`config.mk`:
```
export PLATFORM = sky130hd
export DESIGN_NAME = eff_addr_unit
export DESIGN_NICKNAME = d
export VERILOG_FILES = /design/src/rtl/eag_pkg.sv /design/src/rtl/eag_index_add.sv /design/src/rtl/eag_branch.sv /design/src/rtl/eag_ptr_seq.sv /design/src/rtl/eff_addr_unit.sv
export SDC_FILE = /design/constraint.sdc
export NUM_CORES = 1
export LEC_CHECK = 0
export ABC_AREA = 1
export BUFFER_PORTS_ARGS = -buffer_cell sky130_fd_sc_hd__buf_2
export CELL_PAD_IN_SITES_DETAIL_PLACEMENT = 0
export CELL_PAD_IN_SITES_GLOBAL_PLACEMENT = 1
export CORE_UTILIZATION = 42
export CTS_CLUSTER_DIAMETER = 200
export CTS_CLUSTER_SIZE = 40
export DETAILED_ROUTE_END_ITERATION = 6
export PLACE_DENSITY = 0.93
export RECOVER_POWER = 25
export SLEW_MARGIN = 20
export SYNTH_ARGS = -nofsm -noshare
export SYNTH_HDL_FRONTEND = slang
export SYNTH_SLANG_ARGS = --single-unit
```
`constraint.sdc`:
```
create_clock -name clk_i -period 4.3 [get_ports clk_i]
set_input_delay 0.43 -clock clk_i [delete_from_list [all_inputs] [get_ports clk_i]]
set_output_delay 0.43 -clock clk_i [all_outputs]
set_load 0.1 [all_outputs]
```
`src/rtl/eag_pkg.sv`:
```
package eag_pkg;
  typedef enum logic [3:0] {
    M_ABS  = 4'd0,
    M_ZP   = 4'd1,
    M_ZPX  = 4'd2,
    M_ZPY  = 4'd3,
    M_ABSX = 4'd4,
    M_ABSY = 4'd5,
    M_INDX = 4'd6,
    M_INDY = 4'd7,
    M_IND  = 4'd8,
    M_REL  = 4'd9
  } mode_e;

  typedef enum logic [1:0] {
    ACC_READ  = 2'd0,
    ACC_WRITE = 2'd1,
    ACC_RMW   = 2'd2
  } acc_e;

  typedef enum logic [1:0] {
    S_IDLE,
    S_PTR_LO,
    S_PTR_HI,
    S_CALC
  } seq_e;

  function automatic logic needs_ptr(mode_e m);
    return m inside {M_INDX, M_INDY, M_IND};
  endfunction

  function automatic logic is_zp(mode_e m);
    return m inside {M_ZP, M_ZPX, M_ZPY};
  endfunction

  function automatic logic can_cross(mode_e m);
    return m inside {M_ABSX, M_ABSY, M_INDY};
  endfunction
endpackage

```
`src/rtl/eag_index_add.sv`:
```
module eag_index_add #(
  parameter int AW = 16,
  parameter int DW = 8
) (
  input  logic [AW-1:0] base_i,
  input  logic [DW-1:0] idx_i,
  output logic [AW-1:0] sum_o,
  output logic          crossed_o
);
  localparam int PW = AW - DW;

  assign sum_o     = base_i + {{PW{1'b0}}, idx_i};
  // low byte wrapped below the index => carry into the page byte
  assign crossed_o = sum_o[DW-1:0] < idx_i;
endmodule

```
`src/rtl/eag_branch.sv`:
```
module eag_branch #(
  parameter int AW = 16,
  parameter int DW = 8
) (
  input  logic [AW-1:0] pc_i,
  input  logic [DW-1:0] off_i,
  input  logic          taken_i,
  output logic [AW-1:0] target_o,
  output logic [1:0]    extra_o
);
  localparam int PW = AW - DW;

  logic [AW-1:0] jump;
  logic          page_chg;

  assign jump     = pc_i + {{PW{off_i[DW-1]}}, off_i};
  assign page_chg = jump[AW-1:DW] != pc_i[AW-1:DW];
  assign target_o = taken_i ? jump : pc_i;
  assign extra_o  = !taken_i ? 2'd0 : (page_chg ? 2'd2 : 2'd1);
endmodule

```
`src/rtl/eag_ptr_seq.sv`:
```
module eag_ptr_seq
  import eag_pkg::*;
#(
  parameter int AW = 16,
  parameter int DW = 8
) (
  input  logic          clk_i,
  input  logic          rst_ni,
  input  logic          start_i,
  input  logic          need_ptr_i,
  input  logic [AW-1:0] ptr_addr_i,
  output seq_e          state_o,
  output logic          mem_rd_o,
  output logic [AW-1:0] mem_addr_o
);
  seq_e state_q, state_d;

  always_comb begin
    state_d = state_q;
    unique case (state_q)
      S_IDLE:   if (start_i) state_d = need_ptr_i ? S_PTR_LO : S_CALC;
      S_PTR_LO: state_d = S_PTR_HI;
      S_PTR_HI: state_d = S_CALC;
      S_CALC:   state_d = S_IDLE;
      default:  state_d = S_IDLE;
    endcase
  end

  always_ff @(posedge clk_i or negedge rst_ni) begin
    if (!rst_ni) state_q <= S_IDLE;
    else         state_q <= state_d;
  end

  assign state_o  = state_q;
  assign mem_rd_o = (state_q == S_PTR_LO) || (state_q == S_PTR_HI);
  // second byte stays in the pointer's page: zp wrap and jump quirk
  assign mem_addr_o = (state_q == S_PTR_HI)
                    ? {ptr_addr_i[AW-1:DW], ptr_addr_i[DW-1:0] + 1'b1}
                    : ptr_addr_i;
endmodule

```
`src/rtl/eff_addr_unit.sv`:
```
module eff_addr_unit
  import eag_pkg::*;
#(
  parameter int AW = 16,
  parameter int DW = 8
) (
  input  logic          clk_i,
  input  logic          rst_ni,
  input  logic          start_i,
  input  logic [3:0]    mode_i,
  input  logic [1:0]    access_i,
  input  logic [DW-1:0] op_lo_i,
  input  logic [DW-1:0] op_hi_i,
  input  logic [DW-1:0] idx_x_i,
  input  logic [DW-1:0] idx_y_i,
  input  logic [AW-1:0] next_pc_i,
  input  logic          taken_i,
  output logic          mem_rd_o,
  output logic [AW-1:0] mem_addr_o,
  input  logic [DW-1:0] mem_rdata_i,
  output logic          done_o,
  output logic [AW-1:0] ea_o,
  output logic [1:0]    extra_o
);
  localparam int PW = AW - DW;

  mode_e         mode_q;
  acc_e          acc_q;
  logic [DW-1:0] lo_q, hi_q, x_q, y_q, ptr_lo_q;
  logic [AW-1:0] pc_q;
  logic          tk_q;
  seq_e          state;
  logic          accept;
  logic [AW-1:0] ptr_addr, base, add_base, sum, br_target, ea_d;
  logic [DW-1:0] idx;
  logic          crossed;
  logic [1:0]    br_extra, extra_d;

  assign accept = start_i && (state == S_IDLE);

  always_ff @(posedge clk_i or negedge rst_ni) begin
    if (!rst_ni) begin
      mode_q <= M_ABS;
      acc_q  <= ACC_READ;
      lo_q   <= '0;
      hi_q   <= '0;
      x_q    <= '0;
      y_q    <= '0;
      pc_q   <= '0;
      tk_q   <= 1'b0;
    end else if (accept) begin
      mode_q <= mode_e'(mode_i);
      acc_q  <= acc_e'(access_i);
      lo_q   <= op_lo_i;
      hi_q   <= op_hi_i;
      x_q    <= idx_x_i;
      y_q    <= idx_y_i;
      pc_q   <= next_pc_i;
      tk_q   <= taken_i;
    end
  end

  always_comb begin
    unique case (mode_q)
      M_INDX:  ptr_addr = {{PW{1'b0}}, lo_q + x_q};
      M_INDY:  ptr_addr = {{PW{1'b0}}, lo_q};
      default: ptr_addr = {hi_q, lo_q};
    endcase
  end

  eag_ptr_seq #(.AW(AW), .DW(DW)) u_seq (
    .clk_i      (clk_i),
    .rst_ni     (rst_ni),
    .start_i    (start_i),
    .need_ptr_i (needs_ptr(mode_e'(mode_i))),
    .ptr_addr_i (ptr_addr),
    .state_o    (state),
    .mem_rd_o   (mem_rd_o),
    .mem_addr_o (mem_addr_o)
  );

  // pointer low byte arrives while the high byte is being requested
  always_ff @(posedge clk_i or negedge rst_ni) begin
    if (!rst_ni)                 ptr_lo_q <= '0;
    else if (state == S_PTR_HI)  ptr_lo_q <= mem_rdata_i;
  end

  always_comb begin
    unique case (mode_q)
      M_ZPX, M_ABSX:         idx = x_q;
      M_ZPY, M_ABSY, M_INDY: idx = y_q;
      default:               idx = '0;
    endcase
  end

  assign base     = needs_ptr(mode_q) ? {mem_rdata_i, ptr_lo_q} : {hi_q, lo_q};
  assign add_base = is_zp(mode_q) ? {{PW{1'b0}}, lo_q} : base;

  eag_index_add #(.AW(AW), .DW(DW)) u_add (
    .base_i    (add_base),
    .idx_i     (idx),
    .sum_o     (sum),
    .crossed_o (crossed)
  );

  eag_branch #(.AW(AW), .DW(DW)) u_br (
    .pc_i     (pc_q),
    .off_i    (lo_q),
    .taken_i  (tk_q),
    .target_o (br_target),
    .extra_o  (br_extra)
  );

  always_comb begin
    if (mode_q == M_REL) begin
      ea_d    = br_target;
      extra_d = br_extra;
    end else begin
      ea_d    = is_zp(mode_q) ? {{PW{1'b0}}, sum[DW-1:0]} : sum;
      extra_d = {1'b0, can_cross(mode_q) && (acc_q == ACC_READ) && crossed};
    end
  end

  always_ff @(posedge clk_i or negedge rst_ni) begin
    if (!rst_ni) begin
      done_o  <= 1'b0;
      ea_o    <= '0;
      extra_o <= '0;
    end else begin
      done_o <= (state == S_CALC);
      if (state == S_CALC) begin
        ea_o    <= ea_d;
        extra_o <= extra_d;
      end
    end
  end
endmodule

```
# Yosys cells after proc, flatten, opt, wreduce, memory -nomap -nowiden
# Index checks and enable logic that the tools add are counted.
# W data, S select, Z words.
dict set report op_classes {
  n_eq_ne 17
  order_cmp 1
  reduce_logical 12
  n_addsub 4
  muxes 14
}
# op count
set ops {}
lappend ops {{$mux W16} 5}
lappend ops {{$pmux W16 S2} 1}
lappend ops {{$eq A4 B3 Y1 const B} 6}
lappend ops {{$add A16 B16 Y16} 1}
lappend ops {{$add A16 B8 Y16} 1}
lappend ops {{$pmux W8 S2} 1}
lappend ops {{$eq A4 B4 Y1 const B} 3}
lappend ops {{$reduce_bool A3 Y1} 4}
lappend ops {{$mux W2} 5}
lappend ops {{$add A8 B1 Y8 const B} 1}
lappend ops {{$add A8 B8 Y8} 1}
lappend ops {{$eq A4 B2 Y1 const B} 2}
lappend ops {{$lt A8 B8 Y1} 1}
lappend ops {{$mux W8} 1}
lappend ops {{$ne A8 B8 Y1} 1}
lappend ops {{$pmux W2 S4} 1}
lappend ops {{$eq A2 B2 Y1 const B} 2}
lappend ops {{$eq A4 B1 Y1 const B} 1}
lappend ops {{$logic_not A2 Y1} 2}
lappend ops {{$logic_and A1 B1 Y1} 3}
lappend ops {{$reduce_or A3 Y1} 1}
lappend ops {{$eq A2 B1 Y1 const B} 1}
lappend ops {{$ne A2 B2 Y1 const B} 1}
lappend ops {{$reduce_or A2 Y1} 1}
lappend ops {{$logic_or A1 B1 Y1} 1}
dict set report word_totals {
  inputBits 66
  wordCells 61
  regBits 84
  output_inout_bits 36
}

# Logic depth before layout (Yosys ltp)
dict set report logic_depth {
  word_depth 8
  depth_mapped 23
  mapped_depth_nobuf 22
}

# Cells and area by module
# A second synthesis with hierarchy kept.
dict set report unflattened {
  hier_cells 983
  area_unflattened_um2 6834.1
}
# module area_each_um2 cells_each n_inst
set modules_own_cells {}
lappend modules_own_cells {eff_addr_unit 4206.5 477 1}
lappend modules_own_cells {eag_branch 1415.1 292 1}
lappend modules_own_cells {eag_index_add 837.1 157 1}
lappend modules_own_cells {eag_ptr_seq 375.4 57 1}

# Least setup slack after synthesis
# No wires, ideal clock.
dict set report synth_timing {
  path_kind {register to output}
  from {reg lo_q[0]}
  to {out mem_addr_o[6]}
  required_ns 3.870
  setup_slack_ns 0.482
  t_arrival_ns 3.388
  stages_incl_launch_ff 12
  path_buffers 0
  cell_sequence {dfrtp_1 ha_1 fa_1 a21oi_1 o21ai_0 a21oi_1 o21ai_0 o21ai_0 inv_1 nor2_1 o21ai_1 xnor2_1}
}
dict set report synth_between {
  elab_chain_cells 4
}
# item line
set synth_rtl {}
lappend synth_rtl {{start: declaration} eff_addr_unit.sv:29} ;# logic [DW-1:0] lo_q, hi_q, x_q, y_q, ptr_lo_q;
lappend synth_rtl {{start signal: assignment} eff_addr_unit.sv:54} ;# lo_q <= op_lo_i;
lappend synth_rtl {{$add A8 B8 Y8} eff_addr_unit.sv:65} ;# M_INDX: ptr_addr = {{PW{1'b0}}, lo_q + x_q};
lappend synth_rtl {{$pmux W16 S2 (*)} eff_addr_unit.sv:64} ;# unique case (mode_q)
lappend synth_rtl {{$add A8 B1 Y8} eag_ptr_seq.sv:38} ;# ? {ptr_addr_i[AW-1:DW], ptr_addr_i[DW-1:0] + 1'b1}
lappend synth_rtl {{$mux W8 (*)} eag_ptr_seq.sv:38}
lappend synth_rtl {{end: declaration} eff_addr_unit.sv:19} ;# output logic [AW-1:0] mem_addr_o,
# Mark *: on every way between the ends. The rest lies on a longest branch, timed or not.

# Final worst setup path
dict set report layout_timing {
  from {reg mode_q[1]}
  to {reg extra_o[0]}
}
dict set report layout_between {
  elab_chain_cells 8
}
# item line
set layout_rtl {}
lappend layout_rtl {{start: declaration} eff_addr_unit.sv:27} ;# mode_e mode_q;
lappend layout_rtl {{start signal: assignment} eff_addr_unit.sv:52} ;# mode_q <= mode_e'(mode_i);
lappend layout_rtl {{$eq A4 B3 Y1, or another cell as far along} eag_pkg.sv:29} ;# return m inside {M_INDX, M_INDY, M_IND};
lappend layout_rtl {{$reduce_bool A3 Y1} eag_pkg.sv:29}
lappend layout_rtl {{$mux W16} eff_addr_unit.sv:96} ;# assign base = needs_ptr(mode_q) ? {mem_rdata_i, ptr_lo_q} : {hi_q, lo_q};
lappend layout_rtl {{$mux W16} eff_addr_unit.sv:97} ;# assign add_base = is_zp(mode_q) ? {{PW{1'b0}}, lo_q} : base;
lappend layout_rtl {{$add A16 B8 Y16} eag_index_add.sv:12} ;# assign sum_o = base_i + {{PW{1'b0}}, idx_i};
lappend layout_rtl {{$lt A8 B8 Y1} eag_index_add.sv:14} ;# assign crossed_o = sum_o[DW-1:0] < idx_i;
lappend layout_rtl {{$logic_and A1 B1 Y1} eff_addr_unit.sv:120} ;# extra_d = {1'b0, can_cross(mode_q) && (acc_q == ACC_READ) && crossed};
lappend layout_rtl {{$mux W2 (*)} eff_addr_unit.sv:115} ;# if (mode_q == M_REL) begin
lappend layout_rtl {{end signal: assignment} eff_addr_unit.sv:133} ;# extra_o <= extra_d;
lappend layout_rtl {{end: declaration} eff_addr_unit.sv:23} ;# output logic [1:0] extra_o
# Marks and branches as above.
# A chain may end at the register's enable or synchronous reset.

==> results.cfg <==
[cells_and_area]
fin_nets = 1052
fill_cells = 1466
drive_gt1_share_pct = 18.9
syn2layout_area_growth_pct = 15.7
antenna_cells = 0

[worst_setup_path]
cpMostUsedCell = nand2_1
criticalPathCategory = reg -> reg
endpoint_kind = flop
required_ps = 4590
start_kind = flop
max_stage_delay_ps = 450
crit_fanout = 31
critPathSlowestCell = dfrtp_1
path_cells = nor2_1, nand3_1, nand2_4, nand2_1, o21ai_0, ha_1, inv_1, fa_1, nand3b_1, nand3_1, xor2_1, ha_1, a21oi_1, nor2_1, o21a_1, o21ai_0, nand2_1, nand2_1, inv_1, a21oi_1
cp_data_arrival_time_ps = 3880

[timing]
fin_worst_skew_ps = 8.69
layout_min_cycle_time_ps = 3590
relSlewSlack_pct = -40.5
rsz0062_at_grt = false
finalSetupViolCount = 0
worst_slew_pin_slew_ps = 2110
setup_tns_ps = 0
final_max_slew_viol_count = 85
hold_violations = 0
fmax_ghz = 0.279
finalCritPeriodShare_pct = 83.4

[place]
dp_hpwl_um = 12500
gp_congestion = 0.881
portBuffers = 101

[floorplan]
initial_core_util_pct = 42.8
die_h_um = 123
ios = 102
dieArea_mm2 = 0.0152
core-area_mm2 = 0.0145
rows = 44
die_x_um = 123

[routing]
drtAntennaViolNets = 0
vias_per_cell = 5.06
drtPass1Iterations = 5
drc = 0
initialDrtViolationCount = 312
wl_per_cell_um = 14.2
vias = 5725
wl_um = 16100

[clock_tree]
holdBufCountCts = 0
post_cts_resized = 0
tritoncts = built
numCtsBuffers = 9
cts_root_buf = clkbuf_16
cts-htree-levels = 3
clock_sinks = 84
postCtsSetupBuffers = 0
insertion_delay_ps = 360
cts.path.max_buffers = 2
clkSlewWorstSetupHoldPaths_ps = 70

[run_status]
status = finished, violations left
violations = capacitance limit, slew limit

[yosys]
synth_fa_ha_area_share_pct = 9.25
muxShareOfSynthArea_pct = 5.62
synthFlopType = dfrtp_1
synth_area_per_cell_um2 = 7.31
ys_ff_latch = 84
synthesis.instances = 847
syn_area_mm2 = 0.00619
yosys-top-cells-area = dfrtp_1 (34%), nand2_1 (11%), ha_1 (8.3%)
yosysSeqAreaShare_pct = 33.9
yosysMostFrequentCell = nand2_1
synth_top_area_share_pct = 33.9
ys_async_sr_fraction_pct = 100
post_synth_num_cell_types = 46
syn-num-nets = 957
synth_common_cells = nand2_1 (183), inv_1 (132), dfrtp_1 (84)
synth_top_family_by_area = simple AND/OR/NAND/NOR gates
synth_compound_area_share_pct = 13.3
synth-edff-count = 0
synth_xor_xnor_area_share_pct = 2.97
synth_top_area_cell = dfrtp_1
yosysWarnings = 0
synthSimpleGateAreaFrac_pct = 25.1

[job]
maxCapViolations = 1

[grt]
antenna_found_initial = 0
grt_pass1_vias = 5256
grt_max_degree = 85
grt_pass1_wl_um = 25700
grt-ovfl-total = 0
grt.total_usage_pct = 22.3

[min_path]
min_path_type = in -> reg
==> path summary, 6_finish.rpt <==
| check | depth (start not counted) | start | end | slack [ps] |
|---|---|---|---|---|
| min reg2reg | 2 | extra_o[1] | extra_o[1] | 500 |
| min | 3 | mem_rdata_i[1] | ptr_lo_q[1] | 290 |
| min in group asynchronous | 1 | rst_ni | hi_q[4] | 680 |
| max reg2reg | 20 | mode_q[1] | extra_o[0] | 710 |
| max in group asynchronous | 1 | rst_ni | pc_q[7] | 2380 |
| max | 20 | mode_q[1] | extra_o[0] | 710 |
==> per-layer routing <==
| metal | track usage, % | up-vias | share of wire (%) |
|---|---|---|---|
| met5 | 0 | - | 0 |
| met4 | 6.78 | 0 | 1.5 |
| met3 | 5.54 | 20 | 4.2 |
| met2 | 37.2 | 109 | 47 |
| met1 | 28.4 | 2666 | 47 |
| li1 | - | 2930 | - |
==> stage by stage <==
| stage | hold slack [ps] | utilization [%] | instance area, µm² | std cells | worst slack, ps |
|---|---|---|---|---|---|
| 2_1_floorplan | 134 | - | 6190 | 847 | 482 |
| 3_3_place_gp | 482 | 47.5 | 6870 | 1115 | 870 |
| 3_5_place_dp | 477 | 47.5 | 6870 | 1115 | 768 |
| 4_1_cts | 282 | 49.5 | 7170 | 1131 | 733 |
| 5_1_grt | 284 | 49.5 | 7160 | 1131 | 305 |
| 6_report | 290 | 49.5 | 7160 | 1131 | 713 |
==> state kept, by name, indices dropped and copies added, names as in the netlist <==
signal and flops:
done_o 1, acc_q 2, hi_q 8, extra_o 2, lo_q 8, u_seq.state_o 2, pc_q 16, ptr_lo_q 8
x_q 8, tk_q 1, y_q 8, mode_q 4, ea_o 16
==> critical path: cells and delay by family (launching register included) <==
| family | cells | cell delay [ps] |
|---|---|---|
| AOI/OAI and AO/OA | 5 | 640 |
| xor gates and xnor gates | 1 | 200 |
| adders and majority gates | 3 | 890 |
| buffers and inverters | 2 | 90 |
| DFF | 1 | 450 |
| and+or+nand+nor | 9 | 1240 |
==> layout by cell type (no fill, tap or decap), drive strengths merged, types with 7 or more instances in the layout <==
cell / Yosys / layout
nand2: 189 / 189
a31oi: 12 / 12
mux2: 30 / 30
buf: 3 / 104
xnor2: 8 / 8
o21ai: 46 / 46
xor2: 13 / 13
a21oi: 73 / 73
clkbuf: 18 / 10
nand4: 7 / 7
a22oi: 7 / 7
dfrtp: 84 / 84
nand3: 68 / 68
nor2: 83 / 83
inv: 136 / 140
ha: 41 / 41
==> area by class of cell <==
cell class / count / area (µm²) / share of cell area [%]
multi-input combinational: 605 / 3490 / 48.7
sequential: 84 / 2100 / 29.3
timing repair buffer: 105 / 536 / 7.48
inverter: 137 / 514 / 7.18
tap: 184 / 230 / 3.21
clock buffer: 9 / 225 / 3.14
clock inverter: 7 / 67.6 / 0.943
==> cells by family after synthesis <==
kind of cell,Yosys count
fa+ha+maj,44
compound gates,148
simple gates,361
mux,31
flops,84
buf+inv,158
xor+xnor,21
Power is left out: the tool's default activity adds up to more than one toggle a clock period on the data nets, which glitch-free logic cannot reach.
